$ cat config.mk
export PLATFORM = sky130hd
export DESIGN_NAME = uart_rx_qual
export DESIGN_NICKNAME = d
export VERILOG_FILES = /design/src/rtl/rxq_pkg.sv /design/src/rtl/rxq_vote3.sv /design/src/rtl/rxq_shift.sv /design/src/rtl/rxq_ctrl.sv /design/src/rtl/uart_rx_qual.sv
export SDC_FILE = /design/constraint.sdc
export NUM_CORES = 1
export LEC_CHECK = 0
export BUFFER_PORTS_ARGS = -buffer_cell sky130_fd_sc_hd__buf_2
export CORE_UTILIZATION = 60
export DETAILED_ROUTE_END_ITERATION = 12
export PLACE_DENSITY = 0.87
export SLEW_MARGIN = 20
export SYNTH_ARGS = -nofsm -noshare
export SYNTH_HDL_FRONTEND = slang
export SYNTH_SLANG_ARGS = --single-unit
$ cat constraint.sdc
create_clock -name clk -period 2.7 [get_ports clk]
set_input_delay 0.675 -clock clk [delete_from_list [all_inputs] [get_ports clk]]
set_output_delay 0.675 -clock clk [all_outputs]
set_load 0.02 [all_outputs]
$ cat src/rtl/rxq_pkg.sv
package rxq_pkg;
   typedef enum logic [1:0] {
      ST_HUNT   = 2'd0,
      ST_VERIFY = 2'd1,
      ST_RECV   = 2'd2,
      ST_ART    = 2'd3
   } rxq_state_t;
endpackage

$ cat src/rtl/rxq_vote3.sv
module rxq_vote3 (
   input  logic a_i,
   input  logic b_i,
   input  logic c_i,
   output logic maj_o,
   output logic split_o
);
   assign maj_o   = (a_i & b_i) | (a_i & c_i) | (b_i & c_i);
   assign split_o = (a_i ^ b_i) | (a_i ^ c_i);
endmodule

$ cat src/rtl/rxq_shift.sv
module rxq_shift #(
   parameter int W = 9
) (
   input  logic                 clk,
   input  logic                 rst,
   input  logic                 clr_i,
   input  logic                 wr_i,
   input  logic [$clog2(W)-1:0] idx_i,
   input  logic                 bit_i,
   output logic [W-1:0]         q_o
);
   localparam int IW = $clog2(W);

   for (genvar i = 0; i < W; i++) begin : g_cell
      always_ff @(posedge clk) begin
         if (rst || clr_i) begin
            q_o[i] <= 1'b0;
         end else if (wr_i && idx_i == IW'(i)) begin
            q_o[i] <= bit_i;
         end
      end
   end
endmodule

$ cat src/rtl/rxq_ctrl.sv
module rxq_ctrl
   import rxq_pkg::*;
#(
   parameter int OSR       = 16,
   parameter int BASE_BITS = 8
) (
   input  logic                            clk,
   input  logic                            rst,
   input  logic                            tick_i,
   input  logic                            rx_i,
   input  logic                            wide_i,
   input  logic [BASE_BITS:0]              sr_q_i,
   output logic                            sr_clr_o,
   output logic                            sr_wr_o,
   output logic [$clog2(BASE_BITS+1)-1:0]  sr_idx_o,
   output logic                            sr_bit_o,
   output logic [BASE_BITS:0]              data_o,
   output logic                            ready_o,
   output logic                            fe_o,
   output logic                            nf_o,
   output logic                            brk_o
);
   localparam int CW = $clog2(OSR);
   localparam int NW = CW + 1;
   localparam int BW = $clog2(BASE_BITS + 3);
   localparam int IW = $clog2(BASE_BITS + 1);
   localparam int DW = BASE_BITS + 1;
   localparam logic [NW-1:0] V1   = NW'(OSR / 2 - 5);
   localparam logic [NW-1:0] V2   = NW'(OSR / 2 - 3);
   localparam logic [NW-1:0] V3   = NW'(OSR / 2 - 1);
   localparam logic [NW-1:0] D1   = NW'(OSR / 2);
   localparam logic [NW-1:0] D2   = NW'(OSR / 2 + 1);
   localparam logic [NW-1:0] D3   = NW'(OSR / 2 + 2);
   localparam logic [NW-1:0] WRAP = NW'(OSR);
   localparam logic [BW-1:0] NB_N = BW'(BASE_BITS);
   localparam logic [BW-1:0] NB_W = BW'(BASE_BITS + 1);

   rxq_state_t      state;
   logic [CW-1:0]   cnt;
   logic [BW-1:0]   bidx;
   logic            s1, s2;
   logic            wide_q;
   logic            noise_acc;
   logic            any_one;
   logic            armed;

   logic [NW-1:0]   ncnt;
   logic [CW-1:0]   cnt_nx;
   logic            wrap;
   logic [BW-1:0]   nbits;
   logic [BW-1:0]   stop_idx;
   logic            maj, split;
   logic            is_vote, is_data, is_stop;
   logic            hunt_edge, art_edge;

   rxq_vote3 u_vote (
      .a_i     (s1),
      .b_i     (s2),
      .c_i     (rx_i),
      .maj_o   (maj),
      .split_o (split)
   );

   always_comb begin
      ncnt      = {1'b0, cnt} + NW'(1);
      wrap      = (ncnt == WRAP);
      cnt_nx    = wrap ? '0 : ncnt[CW-1:0];
      nbits     = wide_q ? NB_W : NB_N;
      stop_idx  = nbits + BW'(1);
      is_vote   = (state == ST_RECV) && (ncnt == D3) && (bidx != '0);
      is_data   = is_vote && (bidx <= nbits);
      is_stop   = is_vote && (bidx == stop_idx);
      hunt_edge = (state == ST_HUNT) && armed && !rx_i;
      art_edge  = (state == ST_ART) && wrap;
   end

   assign sr_clr_o = tick_i && (hunt_edge || art_edge);
   assign sr_wr_o  = tick_i && is_data;
   assign sr_idx_o = IW'(bidx - BW'(1));
   assign sr_bit_o = maj;

   always_ff @(posedge clk) begin
      if (rst) begin
         state     <= ST_HUNT;
         cnt       <= '0;
         bidx      <= '0;
         s1        <= 1'b0;
         s2        <= 1'b0;
         wide_q    <= 1'b0;
         noise_acc <= 1'b0;
         any_one   <= 1'b0;
         armed     <= 1'b0;
         data_o    <= '0;
         ready_o   <= 1'b0;
         fe_o      <= 1'b0;
         nf_o      <= 1'b0;
         brk_o     <= 1'b0;
      end else begin
         ready_o <= 1'b0;
         if (tick_i) begin
            unique case (state)
               ST_HUNT: begin
                  if (rx_i) begin
                     armed <= 1'b1;
                  end else if (armed) begin
                     state <= ST_VERIFY;
                     cnt   <= '0;
                  end
               end
               ST_VERIFY: begin
                  cnt <= cnt_nx;
                  if (ncnt == V1) s1 <= rx_i;
                  if (ncnt == V2) s2 <= rx_i;
                  if (ncnt == V3) begin
                     if (!maj) begin
                        state     <= ST_RECV;
                        bidx      <= '0;
                        wide_q    <= wide_i;
                        noise_acc <= split;
                        any_one   <= 1'b0;
                     end else begin
                        state <= ST_HUNT;
                        armed <= 1'b1;
                     end
                  end
               end
               ST_RECV: begin
                  cnt <= cnt_nx;
                  if (wrap) bidx <= bidx + BW'(1);
                  if (ncnt == D1) s1 <= rx_i;
                  if (ncnt == D2) s2 <= rx_i;
                  if (is_data) begin
                     noise_acc <= noise_acc | split;
                     any_one   <= any_one | maj;
                  end
                  if (is_stop) begin
                     ready_o <= 1'b1;
                     fe_o    <= ~maj;
                     nf_o    <= noise_acc | split;
                     brk_o   <= ~maj & ~any_one;
                     data_o  <= (~maj & ~any_one) ? '0 : sr_q_i;
                     if (maj) begin
                        state <= ST_HUNT;
                        armed <= 1'b1;
                     end else if (!any_one) begin
                        state <= ST_HUNT;
                        armed <= 1'b0;
                     end else begin
                        state <= ST_ART;
                     end
                  end
               end
               ST_ART: begin
                  cnt <= cnt_nx;
                  if (wrap) begin
                     state <= ST_VERIFY;
                     cnt   <= '0;
                  end
               end
               default: state <= ST_HUNT;
            endcase
         end
      end
   end

   logic unused_dw;
   assign unused_dw = ^DW;
endmodule

$ cat src/rtl/uart_rx_qual.sv
module uart_rx_qual #(
   parameter int OSR       = 16,
   parameter int BASE_BITS = 8
) (
   input  logic                 clk,
   input  logic                 rst,
   input  logic                 os_tick,
   input  logic                 rx_in,
   input  logic                 wide_mode,
   output logic [BASE_BITS:0]   rx_data,
   output logic                 rx_ready,
   output logic                 frame_err,
   output logic                 noise_err,
   output logic                 break_det
);
   localparam int DW = BASE_BITS + 1;
   localparam int IW = $clog2(DW);

   if (OSR < 12 || (OSR % 2) != 0) begin : g_bad_osr
      $error("uart_rx_qual: OSR must be even and at least 12");
   end
   if (BASE_BITS < 5 || BASE_BITS > 16) begin : g_bad_bits
      $error("uart_rx_qual: BASE_BITS must lie in 5..16");
   end

   logic          sr_clr, sr_wr, sr_bit;
   logic [IW-1:0] sr_idx;
   logic [DW-1:0] sr_q;

   rxq_shift #(.W(DW)) u_shift (
      .clk   (clk),
      .rst   (rst),
      .clr_i (sr_clr),
      .wr_i  (sr_wr),
      .idx_i (sr_idx),
      .bit_i (sr_bit),
      .q_o   (sr_q)
   );

   rxq_ctrl #(.OSR(OSR), .BASE_BITS(BASE_BITS)) u_ctrl (
      .clk      (clk),
      .rst      (rst),
      .tick_i   (os_tick),
      .rx_i     (rx_in),
      .wide_i   (wide_mode),
      .sr_q_i   (sr_q),
      .sr_clr_o (sr_clr),
      .sr_wr_o  (sr_wr),
      .sr_idx_o (sr_idx),
      .sr_bit_o (sr_bit),
      .data_o   (rx_data),
      .ready_o  (rx_ready),
      .fe_o     (frame_err),
      .nf_o     (noise_err),
      .brk_o    (break_det)
   );
endmodule

**Word level (Yosys, flattened, before mapping)**

Index checks and enable logic that the tools add are counted.

- Register bits after elaboration: 38
- Bits of input ports: 5
- Output and inout port bits: 13
- Word-level logic and storage cells: 156

- Add/subtract/negate cells: 4
- Magnitude comparators: 1
- Equal/unequal tests: 34
- Multiplexer cells: 42
- Bitwise logic cells: 15
- Reduce and logical (&&, ||, !) cells: 37

Operators with widths:

| operator | number |
|---|---|
| $mux 4 | 7 |
| $logic_and 1x1->1 | 18 |
| $mux 1 | 18 |
| $ne 2x1->1 const B | 9 |
| $eq 4x3->1 const B | 4 |
| $mux 2 | 8 |
| $eq 5x4->1 const B | 3 |
| $pmux 4 s3 | 1 |
| $reduce_and 4->1 | 3 |
| $eq 5x3->1 const B | 2 |
| $ne 2x2->1 const B | 5 |
| $reduce_and 5->1 | 2 |
| $mux 9 | 1 |
| $add 4x1->4 const B | 2 |
| $eq 4x2->1 const B | 2 |
| $pmux 1 s2 | 4 |
| $pmux 2 s4 | 1 |
| $pmux 4 s2 | 1 |
| $reduce_and 7->1 | 1 |
| $reduce_and 3->1 | 2 |
| $reduce_and 6->1 | 1 |
| $add 4x1->5 const B | 1 |
| $eq 5x2->1 const B | 1 |
| $eq 5x5->1 const B | 1 |
| 22 further kinds | 35 |

**Logic depth before layout (Yosys ltp)**

Gate-level depths: netlist of the first run.

- Depth after elaboration: 7
- Mapped depth: 9
- Gate-level depth less buffers: 7

**Modules after synthesis**

From an unflattened synthesis of the first run, not the netlist that was laid out.

- Cells, all modules: 267
- Area total of the unflattened synthesis: 2,250.9 um2

Modules (own cells, without submodules):

| module | times used | cells an instance | area each (um2) | seq. area each (um2) |
|---|---|---|---|---|
| rxq_ctrl | 1 | 220 | 1,798.0 | 580.6 |
| rxq_shift | 1 | 43 | 412.9 | 180.2 |
| rxq_vote3 | 1 | 4 | 40.0 | 0.0 |

**Worst setup path after synthesis of the first run**

Ideal clock, no wire load.

- Path type: reg2reg
- From: register u_ctrl.bidx[0]
- To: register u_ctrl.data_o[2]
- Library setup time: 0.134 ns
- Data arrival time: 1.959 ns
- Data required time: 2.566 ns
- Path slack: 0.607 ns
- Stages on the path, launching flop included: 8
- Cell sequence: dfxtp_1 -> inv_1 -> ha_1 -> or4_4 -> or3_4 -> buf_2 -> nand2_1 -> a21oi_1

- Longest elaborated chain between the ends: 4
- Elaborated cells on any way between the ends: 5
- Classes of those cells: eq/ne: 1; reduce/logical: 4

Ends and longest elaborated chain:

| element | RTL line | RTL |
|---|---|---|
| start: declaration | rxq_ctrl.sv:40 | `logic [BW-1:0] bidx;` |
| start signal: assignment | rxq_ctrl.sv:129 | `if (wrap) bidx <= bidx + BW'(1);` |
| $reduce_bool 4->1 | rxq_ctrl.sv:70 | `is_vote = (state == ST_RECV) && (ncnt == D3) && (bidx != '0);` |
| $logic_and 1x1->1 | rxq_ctrl.sv:70 |  |
| $logic_and 1x1->1 (*) | rxq_ctrl.sv:72 | `is_stop = is_vote && (bidx == stop_idx);` |
| $reduce_and 3->1 (no line) (*) | -- |  |
| end signal: assignment | rxq_ctrl.sv:141 | `data_o <= (~maj & ~any_one) ? '0 : sr_q_i;` |
| end: declaration | rxq_ctrl.sv:17 | `output logic [BASE_BITS:0] data_o,` |

Every way passes the cells marked *; elsewhere a longest branch is shown, timed or not.
A chain may end at the register's enable or synchronous reset.

**Worst setup path after layout of the first run**

- From: register u_ctrl.cnt[1]
- To: register u_ctrl.state[1]

- Longest elaborated chain between the ends: 7
- Elaborated cells on any way between the ends: 11
- Classes of those cells: add/sub: 1; eq/ne: 6; reduce/logical: 4

Ends and longest elaborated chain:

| element | RTL line | RTL |
|---|---|---|
| start: declaration | rxq_ctrl.sv:39 | `logic [CW-1:0] cnt;` |
| start signal: assignment | rxq_ctrl.sv:111 | `cnt <= cnt_nx;` |
| start signal: assignment | rxq_ctrl.sv:128 | `cnt <= cnt_nx;` |
| start signal: assignment | rxq_ctrl.sv:154 | `cnt <= cnt_nx;` |
| $add 4x1->5 (*) | rxq_ctrl.sv:65 | `ncnt = {1'b0, cnt} + NW'(1);` |
| $eq 5x4->1 | rxq_ctrl.sv:70 |  |
| $logic_and 1x1->1 (2 in a row) | rxq_ctrl.sv:70 |  |
| $logic_and 1x1->1 | rxq_ctrl.sv:72 |  |
| $ne 2x1->1 (no line) | -- |  |
| $reduce_and 6->1 (no line) (*) | -- |  |
| end signal: assignment | rxq_ctrl.sv:84 | `state <= ST_HUNT;` |
| end signal: assignment | rxq_ctrl.sv:106 | `state <= ST_VERIFY;` |
| end signal: assignment | rxq_ctrl.sv:116 | `state <= ST_RECV;` |
| end: declaration | rxq_ctrl.sv:38 | `rxq_state_t state;` |

Marks and branches as above.

==> results of run 1 <==
worst paths after layout:
| kind | to | depth (start not counted) |
|---|---|---|
| min reg2reg | u_ctrl.data_o[5] | 2 |
| max | u_ctrl.state[1] | 6 |
| min | u_ctrl.data_o[5] | 2 |
| max reg2reg | u_ctrl.state[1] | 6 |
placed cells by master, fill, tap and decap left out, types with 2 or more instances in the layout:
| master | instances |
|---|---|
| nand4_1 | 9 |
| bufinv_16 | 2 |
| o22ai_1 | 3 |
| nor2_1 | 20 |
| nor4_1 | 3 |
| nand3_1 | 21 |
| and2_1 | 3 |
| a211oi_1 | 2 |
| a21oi_1 | 24 |
| ha_1 | 20 |
| o211ai_1 | 4 |
| and3_1 | 2 |
| or2_2 | 2 |
| and4_1 | 3 |
| dfxtp_1 | 38 |
| nor2b_1 | 3 |
| o21ai_0 | 8 |
| a31oi_1 | 3 |
| mux2i_1 | 13 |
| inv_1 | 14 |
| o31ai_1 | 5 |
| o21a_1 | 5 |
| nand2_1 | 36 |
| a211o_1 | 2 |
| nand2b_1 | 6 |
| buf_2 | 17 |
| buf_4 | 7 |
| nor3_1 | 8 |
| clkbuf_8 | 5 |
| o2111ai_1 | 3 |
layout make-up:
type                    count  area (µm²)
multi-input cells         231        1510
flip-flops and latches     38         761
clock inverters             3        68.8
inverters                  15        56.3
clock buffers               5        68.8
well taps                  48        60.1
repair buffers             24         138
fillers                   295        1080
layer usage:
layer,up-vias,wire length [µm],GRT usage [%]
met1,1069,2550,39.0
met3,17,413,4.34
li1,1111,-,-
met5,-,0,0
met4,0,129,11.7
met2,116,2700,48.2
flip-flops by register name, summed over array words and instances, names as in the netlist:
| register | cells |
|---|---|
| u_ctrl.noise_acc | 1 |
| u_ctrl.data_o | 9 |
| u_ctrl.nf_o | 1 |
| u_ctrl.s1 | 1 |
| u_ctrl.state | 2 |
| u_ctrl.cnt | 4 |
| u_ctrl.any_one | 1 |
| u_ctrl.armed | 1 |
| u_ctrl.brk_o | 1 |
| u_ctrl.s2 | 1 |
| u_ctrl.ready_o | 1 |
| u_ctrl.wide_q | 1 |
| u_ctrl.bidx | 4 |
| u_shift.q_o | 9 |
| u_ctrl.fe_o | 1 |
logic make-up (layout without fill, tap and decap cells):
| family | count (synthesis) | count (layout) | synth area share [%] |
|---|---|---|---|
| fa+ha+maj | 20 | 20 | 10.4 |
| mux | 13 | 13 | 5.41 |
| compound gates | 74 | 74 | 20.8 |
| flops | 38 | 38 | 31.7 |
| buf+inv | 31 | 47 | 5.47 |
| xor+xnor | 1 | 1 | 0.364 |
| simple gates | 123 | 123 | 25.9 |
stage by stage:
step | cell area (µm²) | instances
after global placement | 2530 | 356
final | 2660 | 364
after floorplan | 2400 | 300
after global routing | 2660 | 364
after detailed placement | 2530 | 356
after CTS | 2660 | 364
worst max-delay path: cells and delay by family (launching register included):
family | cells | cell delay [ns]
and+or+nand+nor | 2 | 0.57
DFF | 1 | 0.50
AOI/OAI and AO/OA | 1 | 0.49
muxes | 2 | 0.41
adders and majority gates | 1 | 0.41
power breakdown:
part / leakage, nW / switching, W / total (W) / internal, W
clock network: 0.0683 / 0.000221 / 0.000592 / 0.000370
registers: 0.306 / 0.00000364 / 0.000567 / 0.000563
logic: 0.675 / 0.0000480 / 0.0000722 / 0.0000241
==> impl_metrics.ini, run 1 <==
[floorplan]
die_height_um = 65.3
row_count = 22
die_area_mm2 = 0.00426
ioPinCount = 18
die_x_um = 65.3
core-area_mm2 = 0.00374
effective_utilization_at_floorplan_pct = 64.2

[power_and_ir_drop]
finalPower_w = 0.00123
ir_worst_vdd_v = 0.000222
power_leakage_nw = 1.05
power-per-cell-area_mw_per_mm2 = 462

[cells_and_area]
share_of_layout_cells_above_drive_strength_1_pct = 13.3
num_antenna_cells = 0
fraction_of_the_core_area_covered_by_cells_at_the_end_of_the_flow_pct = 71.2
finalNetCount = 340
area_delta_synth_final_pct = 10.8

[setup_path]
worst_path_most_repeated_cell = mux2i_1
critical_path_arrival_ns = 2.67
cp_slowest_cell = dfxtp_1
setup.worst_path.start = u_ctrl.cnt[1]
critPathKind = flip-flop to flip-flop
critical_path.cell_chain = ha_1 -> and4_1 -> mux2i_1 -> o31ai_1 -> and3_1 -> mux2i_1
ff2ff_setup_slack_ns = 0.26
crit-reg2reg-launch = u_ctrl.cnt[1]
timing.critical_path.to_type = flip-flop
worstPathRequired_ns = 2.93
crit_path_max_fanout = 11
start_kind = flip-flop
slowest_delay_ns = 0.50

[yosys]
synth_enable_flop_cells = 0
netlist-cell-type-count = 54
synthDominantAreaCellType = dfxtp_1
post-synth-top-area-fraction_pct = 31.7
synthArstFlopShare_pct = 0
synth.yosys.seq_area_share_pct = 31.7
synthMostInstantiatedCell = dfxtp_1
post_synth_instance_area_mm2 = 0.00240
yosys-top-cells-area = dfxtp_1, ha_1, nand2_1
syn_area_per_cell_um2 = 8.01
ff_latch_count_synth = 38
ys_top_cells_by_count = dfxtp_1, nand2_1, a21oi_1, nand3_1
synth_flop_cell = dfxtp_1
mappedNetlistNets = 325
synthCells = 300
yosys_warnings = 0

[route]
viasPerCell = 6.35
drt_first_iter_violations = 161
ant_nets = 0
routed-via-count = 2313
post_drt_wl_per_cell_um = 15.9
drt_first_pass_iters = 6
finalWirelength_um = 5780
remaining_drc_errors = 0

[timing]
clock_skew_ns = 0.00453
measured_slew_at_the_worst_slew_check_pin_ns = 0.648
min_period_over_period_pct = 90.4
final.min_clock_period_ns = 2.44
setup-violations-final = 0
hold_violations = 0
max_slew_margin_pct = 56.2
setup_total_negative_slack_ns = 0
slew_viol_final = 0
worst_setup_margin_ns = 0.260
grt_setup_unrepaired = no
hold_slack_ns = 0.449
clock.fmax_mhz = 410

[clocking]
cts.sinks = 38
postCtsSetupRepairBufs = 0
clock_tree.root_cell = clkbuf_8
maximum_clock_path_buffer_count = 2
cts_buffers = 5
holdBufCountCts = 0
cts_htree_levels = 2
tritoncts = yes
ctsResizeCount = 0
clk_latency_ns = 0.30
path_clk_slew_ns = 0.08

[grt]
grt_util_all_layers_pct = 29.6
first_pass_grt_wire_length_um = 9750
global_route.overflow_total = 0
number_of_antenna_violations_at_the_first_check_in_global_routing = 0
first_global_vias = 2067
grt_max_degree = 26

[status]
run_status = complete, no violations

[job]
maxCapViolations = 0

[placement]
port-buffer-count = 17
placed_wire_length_estimate_after_detailed_placement_um = 4080
place.gp.congestion = 0.919
pre_cts_slack_ns = 0.339

[worst_hold_path]
min-delay-path-class = flip-flop to flip-flop
hp_start = u_ctrl.data_o[5]
Note: power is estimated with default switching activity, not from simulation.
==> run 2: changes to the inputs <==
==> constraint.sdc (replaced) <==
create_clock -name clk -period 3.1 [get_ports clk]
set_input_delay 0.775 -clock clk [delete_from_list [all_inputs] [get_ports clk]]
set_output_delay 0.775 -clock clk [all_outputs]
set_load 0.02 [all_outputs]
==> run 2 against run 1 <==
Net effect:
- cell count down 1.1%
- clock skew down 0.00068 ns
- global-route usage down 2.1 points
- routed wire length down 4.9%
- fmax up 0.88%
- register-to-register slack better by 0.42 ns
- via count down 1.5%
- sequential share of layout area up 0.33 points
- critical path type unchanged
==> impl_metrics.ini, run 2 (same netlist as run 1, synthesis figures left out) <==
[timing]
slew_viol_final = 0
max_slew_margin_pct = 49.9
clock_skew_ns = 0.00385
measured_slew_at_the_worst_slew_check_pin_ns = 0.745
min_period_over_period_pct = 78.0
grt_setup_unrepaired = no
hold_violations = 0
final.min_clock_period_ns = 2.42
setup-violations-final = 0
setup_total_negative_slack_ns = 0
clock.fmax_mhz = 413

[floorplan]
effective_utilization_at_floorplan_pct = 64.2
die_area_mm2 = 0.00426
row_count = 22
ioPinCount = 18
die_height_um = 65.3
die_x_um = 65.3
core-area_mm2 = 0.00374

[setup_path]
critPathKind = flip-flop to flip-flop
critical_path_arrival_ns = 2.60
worstPathRequired_ns = 3.28
timing.critical_path.to_type = flip-flop
r2r.worst_path.cells = 6
crit_path_max_fanout = 14
ff2ff_setup_slack_ns = 0.68
rr_endpoint = u_ctrl.nf_o
start_kind = flip-flop
crit-reg2reg-launch = u_ctrl.cnt[1]

[cells_and_area]
area_delta_synth_final_pct = 9.58
share_of_layout_cells_above_drive_strength_1_pct = 12.2
sequential_cell_area_um2 = 761
largestRegisters = u_ctrl.data_o: 9 flops, u_shift.q_o: 9 flops
finalNetCount = 336
nFillCells = 278
num_antenna_cells = 0
layout_commonest_cell = dfxtp_1
multi_input_comb_area_mm2 = 0.00151
finalInstanceArea_mm2 = 0.00263
most_frequent_cells_in_the_layout = dfxtp_1, nand2_1, a21oi_1

[power_and_ir_drop]
power.share.clock_pct = 47.8
switchingPower_w = 0.000232
cell_internal_power_w = 0.000833
share_comb_of_total_power_pct = 5.8
finalPower_w = 0.00106
power-per-cell-area_mw_per_mm2 = 404
power.share.switching_pct = 21.8
seq_power_share_pct = 46.4
power_leakage_nw = 1.03
ir_worst_vdd_v = 0.000209

[grt]
first_pass_grt_wire_length_um = 9110
number_of_antenna_violations_at_the_first_check_in_global_routing = 0
first_global_vias = 2010
grt_util_all_layers_pct = 27.5
grt_max_degree = 26
global_route.overflow_total = 0

[route]
post_drt_wl_per_cell_um = 15.3
remaining_drc_errors = 0
viasPerCell = 6.33
drt_first_pass_iters = 7
routed-via-count = 2279
finalWirelength_um = 5500
ant_nets = 0
drt_first_iter_violations = 251

[worst_hold_path]
min-delay-path-class = flip-flop to flip-flop
hp_start = u_ctrl.data_o[0]
whs_endpoint = u_ctrl.data_o[0]
min_path_cells = 2

[clocking]
holdBufCountCts = 0
postCtsSetupRepairBufs = 0
cts_buffers = 5
cts_htree_levels = 2
cts.sinks = 38
clk_latency_ns = 0.29
ctsResizeCount = 0
clock_tree.root_cell = clkbuf_8
path_clk_slew_ns = 0.08
tritoncts = yes
maximum_clock_path_buffer_count = 2

[placement]
place.gp.congestion = 0.906
placement.cell_area_mm2 = 0.00250
port-buffer-count = 17
placed_wire_length_estimate_after_detailed_placement_um = 3880

[status]
run_status = complete, no violations

[job]
maxCapViolations = 0
-- run 2: cell count changes in the layout (fill, tap and decap cells not counted) --
cell	previous run	this run
buf_4	7	3
-- run 2: critical path, stage by stage, from the launching register on --
cell and delay, ns:
dfxtp_1 0.50, ha_1 0.42, and4_1 0.28, mux2i_1 0.21
or3_4 0.54, nor4_1 0.28, nor3_1 0.08
-- run 2: layout make-up --
cell class              instances  area share [%]
clock buffers                   5            2.61
clock inverters                 3            2.61
inverters                      15            2.14
multi-input cells             231            57.4
flip-flops and latches         38            28.9
well taps                      48            2.28
repair buffers                 20            4.09
-- run 2: per-stage QoR --
step                      hold WS (ns)  util (%)  worst slack (ns)  cells
after floorplan                  0.439         -             0.994    300
after global placement           0.436      66.7             0.642    352
after detailed placement         0.441      66.7             0.518    352
after CTS                        0.451      70.4             0.746    360
after global routing             0.469      70.4             0.530    360
final                            0.450      70.4             0.681    360
-- run 2: routing by layer --
metal,track usage [%],wire (µm),part of all wire [%],vias up
met1,36.5,2420,44,1031
met4,11.1,115,2.1,0
met2,42.7,2450,45,124
met3,6.42,517,9.4,16
li1,-,-,-,1108
met5,0,0,0,-
-- run 2: worst max-delay path by stage --
| stage | startpoint | endpoint | slack, ns | depth (start not counted) |
|---|---|---|---|---|
| 2_1_floorplan | rx_in | u_ctrl.noise_acc | 0.99 | 5 |
| 3_3_place_gp | rx_in | u_ctrl.brk_o | 0.64 | 6 |
| 3_5_place_dp | rx_in | u_ctrl.bidx[0] | 0.52 | 7 |
| 4_1_cts | u_ctrl.bidx[0] | u_ctrl.nf_o | 0.75 | 6 |
| 5_1_grt | u_ctrl.cnt[1] | u_shift.q_o[4] | 0.53 | 6 |
| 6_report | u_ctrl.cnt[1] | u_ctrl.nf_o | 0.68 | 6 |
-- run 2: power by group through the flow --
stage,combinational (W),clock [W],sequential [W]
2_1_floorplan,0.0000430,0,0.000504
3_3_place_gp,0.0000580,0,0.000505
3_5_place_dp,0.0000593,0,0.000505
4_1_cts,0.0000600,0.000516,0.000494
5_1_grt,0.0000676,0.000538,0.000494
6_report,0.0000617,0.000509,0.000494
